`src/rtl/cksel_pkg.sv`:
```
package cksel_pkg;
    // Width of the divisor word and the fixed boundary between integer and fraction
    localparam int unsigned DIV_WORD_W = 32;
    localparam int unsigned INT_LSB    = 12;
    localparam int unsigned MAX_PART_W = 12;

    // Select width for a given number of sources (at least one bit)
    function automatic int unsigned sel_width(input int unsigned n);
        return (n > 1) ? $clog2(n) : 1;
    endfunction
endpackage

```
`src/rtl/cksel_source_pick.sv`:
```
// Picks one clock-enable stream out of NUM_SRC by index.
// Assumes an index at or above NUM_SRC means "no source": the result is 0.
module cksel_source_pick #(
    parameter int unsigned NUM_SRC = 8,
    parameter int unsigned SEL_W   = 3
) (
    input  logic [NUM_SRC-1:0] src_i,
    input  logic [SEL_W-1:0]   sel_i,
    output logic               pulse_o
);
    logic [NUM_SRC-1:0] hit;

    // One match line per source; at most one can be high
    for (genvar g = 0; g < NUM_SRC; g++) begin : g_match
        assign hit[g] = src_i[g] && (sel_i == SEL_W'(g));
    end

    // Combine the match lines
    always_comb begin
        pulse_o = |hit;
    end
endmodule

```
`src/rtl/cksel_div_field.sv`:
```
// Extracts the integer.fraction divisor from a 32-bit word.
// Assumes the integer part starts at bit INT_LSB and the fraction sits directly below.
module cksel_div_field
    import cksel_pkg::*;
#(
    parameter int unsigned INT_W  = 4,
    parameter int unsigned FRAC_W = 4,
    localparam int unsigned DW    = INT_W + FRAC_W
) (
    input  logic [DIV_WORD_W-1:0] word_i,
    output logic [DW-1:0]         div_o,
    output logic                  zero_o
);
    localparam int unsigned LSB = INT_LSB - FRAC_W;

    // Copy the field bit by bit from its fixed position
    always_comb begin
        for (int i = 0; i < DW; i++) begin
            div_o[i] = word_i[LSB + i];
        end
    end

    // Flag an all-zero divisor, which silences the output
    always_comb begin
        zero_o = (div_o == '0);
    end
endmodule

```
`src/rtl/cksel_phase_acc.sv`:
```
// Phase accumulator that drops source pulses so the mean output rate is
// rate_in * 2^FRAC_W / D. Assumes D is nonzero whenever enable_i is high;
// ratios above one saturate at one output pulse per source pulse.
module cksel_phase_acc #(
    parameter int unsigned FRAC_W = 4,
    parameter int unsigned DW     = 8
) (
    input  logic          clk,
    input  logic          rst_n,
    input  logic          enable_i,
    input  logic          restart_i,
    input  logic          pulse_i,
    input  logic [DW-1:0] div_i,
    output logic          tick_o
);
    localparam int unsigned SW = DW + 1;
    localparam logic [SW-1:0] STEP = SW'(1) << FRAC_W;

    logic [DW-1:0] acc_q;
    logic [DW-1:0] base;
    logic [SW-1:0] sum;
    logic [SW-1:0] rem;
    logic [SW-1:0] div_x;
    logic          reach;
    logic [DW-1:0] acc_d;

    // Starting point for this cycle: zero after a restart
    always_comb begin
        base = restart_i ? '0 : acc_q;
    end

    // Add one step and compare with the divisor
    always_comb begin
        div_x = {1'b0, div_i};
        sum   = {1'b0, base} + STEP;
        reach = (sum >= div_x);
        rem   = sum - div_x;
    end

    // Next accumulator value; a remainder still at or above D is dropped
    always_comb begin
        if (!pulse_i) begin
            acc_d = base;
        end else if (!reach) begin
            acc_d = sum[DW-1:0];
        end else if (rem >= div_x) begin
            acc_d = '0;
        end else begin
            acc_d = rem[DW-1:0];
        end
    end

    // Register the accumulator and the output pulse
    always_ff @(posedge clk) begin
        if (!rst_n) begin
            acc_q  <= '0;
            tick_o <= 1'b0;
        end else if (!enable_i) begin
            acc_q  <= '0;
            tick_o <= 1'b0;
        end else begin
            acc_q  <= acc_d;
            tick_o <= pulse_i && reach;
        end
    end
endmodule

```
`src/rtl/cksel_frac_div.sv`:
```
// Clock-enable selector with a fractional divider.
// Assumes src_pulse_i streams are synchronous to clk; INT_W and FRAC_W are at
// most 12 each. With both zero the divider is left out and the selected stream
// is forwarded through one register.
module cksel_frac_div
    import cksel_pkg::*;
#(
    parameter int unsigned NUM_SRC = 16,
    parameter int unsigned INT_W   = 8,
    parameter int unsigned FRAC_W  = 4,
    localparam int unsigned SEL_W  = sel_width(NUM_SRC),
    localparam int unsigned DW     = INT_W + FRAC_W
) (
    input  logic                  clk,
    input  logic                  rst_n,
    input  logic [NUM_SRC-1:0]    src_pulse_i,
    input  logic                  cfg_enable_i,
    input  logic [SEL_W-1:0]      cfg_sel_i,
    input  logic [DIV_WORD_W-1:0] cfg_div_i,
    output logic                  busy_o,
    output logic                  tick_o
);
    logic             pulse_sel;
    logic [SEL_W-1:0] sel_q;
    logic             sel_moved;

    cksel_source_pick #(
        .NUM_SRC (NUM_SRC),
        .SEL_W   (SEL_W)
    ) u_pick (
        .src_i   (src_pulse_i),
        .sel_i   (cfg_sel_i),
        .pulse_o (pulse_sel)
    );

    // Remember the previous select and report the enable state
    always_ff @(posedge clk) begin
        if (!rst_n) begin
            sel_q  <= '0;
            busy_o <= 1'b0;
        end else begin
            sel_q  <= cfg_sel_i;
            busy_o <= cfg_enable_i;
        end
    end

    // A new select value restarts the phase count
    always_comb begin
        sel_moved = (cfg_sel_i != sel_q);
    end

    if (DW == 0) begin : g_pass
        // Forward the selected stream while enabled
        always_ff @(posedge clk) begin
            if (!rst_n) begin
                tick_o <= 1'b0;
            end else begin
                tick_o <= cfg_enable_i && pulse_sel;
            end
        end
    end else begin : g_div
        logic [DW-1:0] div_val;
        logic          div_zero;

        cksel_div_field #(
            .INT_W  (INT_W),
            .FRAC_W (FRAC_W)
        ) u_field (
            .word_i (cfg_div_i),
            .div_o  (div_val),
            .zero_o (div_zero)
        );

        cksel_phase_acc #(
            .FRAC_W (FRAC_W),
            .DW     (DW)
        ) u_acc (
            .clk       (clk),
            .rst_n     (rst_n),
            .enable_i  (cfg_enable_i && !div_zero),
            .restart_i (sel_moved),
            .pulse_i   (pulse_sel),
            .div_i     (div_val),
            .tick_o    (tick_o)
        );
    end
endmodule

```
`config.mk`:
```
export PLATFORM = sky130hd
export DESIGN_NAME = cksel_frac_div
export DESIGN_NICKNAME = d
export VERILOG_FILES = /design/src/rtl/cksel_pkg.sv /design/src/rtl/cksel_source_pick.sv /design/src/rtl/cksel_div_field.sv /design/src/rtl/cksel_phase_acc.sv /design/src/rtl/cksel_frac_div.sv
export SDC_FILE = /design/constraint.sdc
export NUM_CORES = 1
export LEC_CHECK = 0
export BUFFER_PORTS_ARGS = -buffer_cell sky130_fd_sc_hd__buf_2
export CORE_UTILIZATION = 54
export DETAILED_ROUTE_END_ITERATION = 6
export PLACE_DENSITY = 0.79
export RECOVER_POWER = 25
export SLEW_MARGIN = 20
export SYNTH_ARGS = -nofsm -noshare
export SYNTH_HDL_FRONTEND = slang
export SYNTH_SLANG_ARGS = --single-unit
```
`constraint.sdc`:
```
create_clock -name clk -period 6.1 [get_ports clk]
set_input_delay 0.305 -clock clk [delete_from_list [all_inputs] [get_ports clk]]
set_output_delay 0.305 -clock clk [all_outputs]
set_load 0.005 [all_outputs]
```
[Word level (Yosys, flattened, before mapping)]
Index checks and enable logic that the tools add are counted.
Storage, ports and cells
  input bits: 55
  flip-flop bits (word level): 18
Operators by class
  add/sub/neg operators: 2
  equality and inequality tests: 16
  reduce and logical (&&, ||, !) cells: 23
  order comparisons: 2
  mux-type cells: 4
Operator list (number)
  2-to-1 mux 12 bit: 4
  equality test 4 bit, second input constant: 8
  >= comparator 13 x 12 -> 1 bit: 2
  logical AND 1 bit: 18
  equality test 4 x 3 -> 1 bit, second input constant: 4
  OR reduction 16 bit: 1
  adder 12 x 5 -> 13 bit, second input constant: 1
  subtractor 13 x 12 -> 13 bit: 1
  logical NOT 12 bit: 1
  equality test 4 x 2 -> 1 bit, second input constant: 2
  equality test 4 x 1 -> 1 bit, second input constant: 1
  logical NOT 4 bit: 1
  != test 4 bit: 1
  AND reduction 2 bit: 1
  logical NOT 1 bit: 1

[Depth between registers and ports, before layout]
  word-level depth: 8
  depth in mapped cells: 22

[Hierarchy]
Synthesis repeated with hierarchy kept, for this count alone.
Second synthesis, totals
  cells, all modules: 236
  area total of the unflattened synthesis: 2011.9 µm²
By module, submodules not included
  cksel_phase_acc: cells each 197, sequential area each 260.2 µm², instances 1, area an instance 1581.5 µm²
  cksel_frac_div: cells each 16, sequential area each 100.1 µm², instances 1, area an instance 180.2 µm²
  cksel_source_pick: cells each 7, sequential area each 0.0 µm², instances 1, area an instance 135.1 µm²
  cksel_div_field: cells each 16, sequential area each 0.0 µm², instances 1, area an instance 115.1 µm²

[Least setup slack after synthesis]
OpenSTA, ideal clock, no wires.
  kind: input-to-reg
  from: input cfg_sel_i[2]
  to: register g_div.u_acc.acc_q[10]
  cell stages on the path: 22
  slack: 1.755 ns
  arrival: 4.262 ns
  data required time: 6.017 ns
  path through: buf_6 > xor2_1 > nor4_4 > buf_6 > and2_1 > ha_1 > xor2_1 > inv_1 > ha_1 > a21o_1 > or3_1 > o211ai_1 > a21oi_1 > xnor2_1 > inv_1 > ha_1 > a211o_1 > a211oi_1 > a31oi_1 > nor2_2 > o2111ai_2 > o221ai_1
Between the ends
  word-level cells in the longest chain between the ends: 8
Ends and longest elaborated chain
  start, declared: line cksel_frac_div.sv:18  | input logic [SEL_W-1:0] cfg_sel_i,
  != test 4 bit: line cksel_frac_div.sv:49  | sel_moved = (cfg_sel_i != sel_q);
  2-to-1 mux 12 bit: line cksel_phase_acc.sv:29  | base = restart_i ? '0 : acc_q;
  adder 12 x 5 -> 13 bit: line cksel_phase_acc.sv:35  | sum = {1'b0, base} + STEP;
  subtractor 13 x 12 -> 13 bit: line cksel_phase_acc.sv:37  | rem = sum - div_x;
  >= comparator 13 x 12 -> 1 bit: line cksel_phase_acc.sv:46  | end else if (rem >= div_x) begin
  2-to-1 mux 12 bit: line cksel_phase_acc.sv:46
  2-to-1 mux 12 bit: line cksel_phase_acc.sv:44  | end else if (!reach) begin
  2-to-1 mux 12 bit *: line cksel_phase_acc.sv:42  | if (!pulse_i) begin
  end signal, assigned: line cksel_phase_acc.sv:56  | acc_q <= '0;
  end signal, assigned: line cksel_phase_acc.sv:59  | acc_q <= '0;
  end signal, assigned: line cksel_phase_acc.sv:62  | acc_q <= acc_d;
  end, declared: line cksel_phase_acc.sv:19  | logic [DW-1:0] acc_q;
Mark *: on every way between the ends. The rest lies on a longest branch, timed or not.
A chain may end at the register's enable or synchronous reset.

[Final worst setup path]
  from: input cfg_sel_i[2]
  to: register g_div.u_acc.acc_q[6]
Same word-level chain as after synthesis.

==> impl_results.md <==
- Die Span X: 64.8 um
- Pins Over Slew Limit: 0
- Final setup viols: 0
- Peak supply drop: 0.172 mV
- Num CTS Buffers: 3
- Pint: 220 uW
- CP Class: in -> reg
- Setup crit start kind: input pin
- Seq pwr share: 0.384
- Sw frac: 0.301
- Final Skew: 0.0106 ns
- WL/cell: 14.0 um
- FFs w/ async S/R, synth: 0
- Length in cells of the worst reg-to-reg path: 22
- 1st-iter DRT viols: 52
- Post-Synth Adder-Cell Area: 0.156
- DR pass1 iterations: 4
- Largest cells by area after synthesis: dfxtp_1 17%, ha_1 15%, inv_1 6.3%, xor2_1 3.7%, xnor2_1 3.3%
- Power per cell area: 132 mW/mm^2
- Global route overflow: 0
- Complex-gate fraction of the synthesized area: 0.244
- Clock power share: 0.314
- Total wire length: 4710 um
- Util after Layout: 0.638
- CTS tree: built
- #FFs+latches synth: 18
- Synth Area in XOR/XNOR: 0.0698
- Yosys warning count: 0
- # DRC: 0
- Reg2reg end: g_div.u_acc.acc_q[6]
- Initial Util: 0.574
- Boundary Pins: 57
- Synth Net Count: 334
- Final total power: 314 uW
- Post-synth top area cell: dfxtp_1
- Setup tns final: 0 ns
- Pin count of the biggest net entering global routing: 16
- DP HPWL: 3970 um
- Worst EP arrival: 5.17 ns
- Largest family of logic cells by synthesized area: compound AO/OA/AOI/OAI gates
- Clk Latency, worst-skew pair: 0.26 ns
- Register area share after synthesis: 0.169
- Die footprint: 0.00420 sq mm
- DRT antenna net count: 0
- Worst hold path type: in -> reg
- Rows: 22
- Unrepaired setup endpoints after global routing: false
- Mux cell area share after synthesis: 0.0405
- Post-synth EDFFs: 0
- Post-synth top area share: 0.169
- Slew margin rel.: 0.624
- Worst Path Max Fanout: 15
- Critical Path RT: 6.28 ns
- Hold buffers post-CTS: 0
- Ys flop type: dfxtp_1
- CTS clk-pin slew, worst paths: 0.08 ns
- Port Buf Inserts: 36
- Die Span Y: 64.8 um
- Post-place setup slack: 0.998 ns
- Core Area: 0.00372 sq mm
- CTS max path bufs: 2
- P_leak: 0.00117 uW
- # diodes: 0
- Hold EP: busy_o
- Reg2reg start: sel_q[2]
- Fmax: 200 MHz
- Layout cells sized above 1: 0.194
- Worst Slack Setup Final: 1.11 ns
- Synthesis-to-layout area growth: 11.2%
- CTS Sinks: 18
- Hold path startpoint: cfg_enable_i
- Worst hold path stage count: 2
- Status: completed
- Final GP Congestion: 0.881
- Fin crit share: 0.819
- Yosys cell types: 65
- Most common cell after layout, fill and taps aside: inv_1
- CTS H-Tree Depth: 1
- Vias/cell: 5.74
- Simple-gate share of the synthesized area: 0.231
- Total track usage: 0.242
- Max Cap Viol: 0
- Critical Path End Type: register
- Routed vias: 1929
- Psw: 94.4 uW
- First-pass GRT wire length: 8010 um
- Comb pwr share: 0.302
- Vias in the first global route: 1803
- Synthesized area: 0.00213 sq mm
- Reg2Reg Setup Slack: 1.17 ns
- Post-CTS Resized: 0
- Root Buffer: clkbuf_8
- Tightest Pin Transition: 0.563 ns
- Post-CTS Setup Inserts: 0
- Final number of hold-violating endpoints: 0
- Initial antenna violation count: 0
- Most frequent cells in the layout: 36 x inv_1, 31 x buf_2, 25 x ha_1
- Nets@finish: 370
- Avg Inst Size Synth: 8.43 sq um
- Crit path time final: 4.99 ns
- Mapped Cells: 253
[logic make-up (layout without fill, tap and decap cells)]
| family | Yosys count | count (layout) |
|---|---|---|
| adder cells (fa/ha/maj) | 26 | 26 |
| flip-flops | 18 | 18 |
| buffers and inverters | 42 | 77 |
| AND/OR/NAND/NOR | 79 | 79 |
| XOR/XNOR | 17 | 17 |
| multiplexers | 6 | 6 |
| AO/OA/AOI/OAI | 65 | 65 |
[per-stage QoR]
step                      instances  hold WS (ns)  cell area, sq um
after global routing            336         0.295              2370
after CTS                       336         0.299              2380
final                           336         0.305              2370
after floorplan                 253         0.427              2130
after global placement          332         0.479              2320
after detailed placement        332         0.482              2320
[power by group through the flow]
| stage | Clock, uW | Combinational (uW) | Sequential (uW) |
|---|---|---|---|
| finish | 98.7 | 94.8 | 121 |
| global route | 107 | 106 | 121 |
| CTS | 101 | 95.5 | 121 |
| detailed placement | 0 | 94.9 | 123 |
| global placement | 0 | 92.9 | 123 |
| floorplan | 0 | 71.3 | 123 |
[synthesized netlist by cell type, types with 3 or more instances]
cell / n
nor3_1: 4
nor2_1: 5
o221ai_1: 6
mux2i_1: 3
nand3_1: 13
and3_1: 3
and4_1: 3
and2_1: 5
o211ai_1: 4
inv_1: 36
xor2_1: 9
nor4_1: 3
nand2_1: 14
o21ai_0: 6
buf_6: 4
o32ai_1: 4
nand2b_1: 4
or2_1: 3
dfxtp_1: 18
o21a_1: 5
a31oi_1: 3
xnor2_1: 8
nand4_1: 3
a21oi_1: 7
a21o_1: 5
ha_1: 25
[per-layer routing]
metal	vias up	share of wire	global-route usage
met5	-	0	0
met4	0	0.0085	0.0444
met3	4	0.026	0.0387
met2	23	0.49	0.413
met1	898	0.48	0.320
li1	1004	-	-
[worst max path at each step]
stage            startpoint                    end  slack, ns
3_3_place_gp   cfg_sel_i[2]   g_div.u_acc.acc_q[8]       1.06
6_report       cfg_sel_i[2]   g_div.u_acc.acc_q[6]       1.11
5_1_grt        cfg_sel_i[0]   g_div.u_acc.acc_q[6]       0.72
3_5_place_dp   cfg_sel_i[2]   g_div.u_acc.acc_q[8]        1.0
2_1_floorplan  cfg_sel_i[2]  g_div.u_acc.acc_q[10]       1.75
4_1_cts            sel_q[2]   g_div.u_acc.acc_q[8]       1.20
[registers in the layout, summed over array words and instances (netlist names)]
| register | count |
|---|---|
| busy_o | 1 |
| g_div.u_acc.acc_q | 12 |
| g_div.u_acc.tick_o | 1 |
| sel_q | 4 |
[worst max-delay path: stages]
cell and delay, ns:
clkbuf_1 0.31, xor2_1 0.16, nor4_4 0.28, buf_4 0.23
nand2_1 0.11, inv_1 0.12, ha_1 0.19, xor2_1 0.18
inv_1 0.07, ha_1 0.36, nand4_1 0.15, a21oi_1 0.30
o21ai_1 0.15, and4_1 0.21, nor3_1 0.27, inv_1 0.08
ha_1 0.30, a211o_1 0.29, a211oi_1 0.21, a31oi_1 0.12
nor2_2 0.15, o2111ai_2 0.32, o221ai_1 0.31
[cell type report]
type	count	area, sq um
multi-input cells	193	1580
flip-flops and latches	18	360
repair buffers	37	181
clock buffers	4	55.1
inverters	36	135
well taps	48	60.1
fillers	340	1350
(Power assumes the default switching activity.)
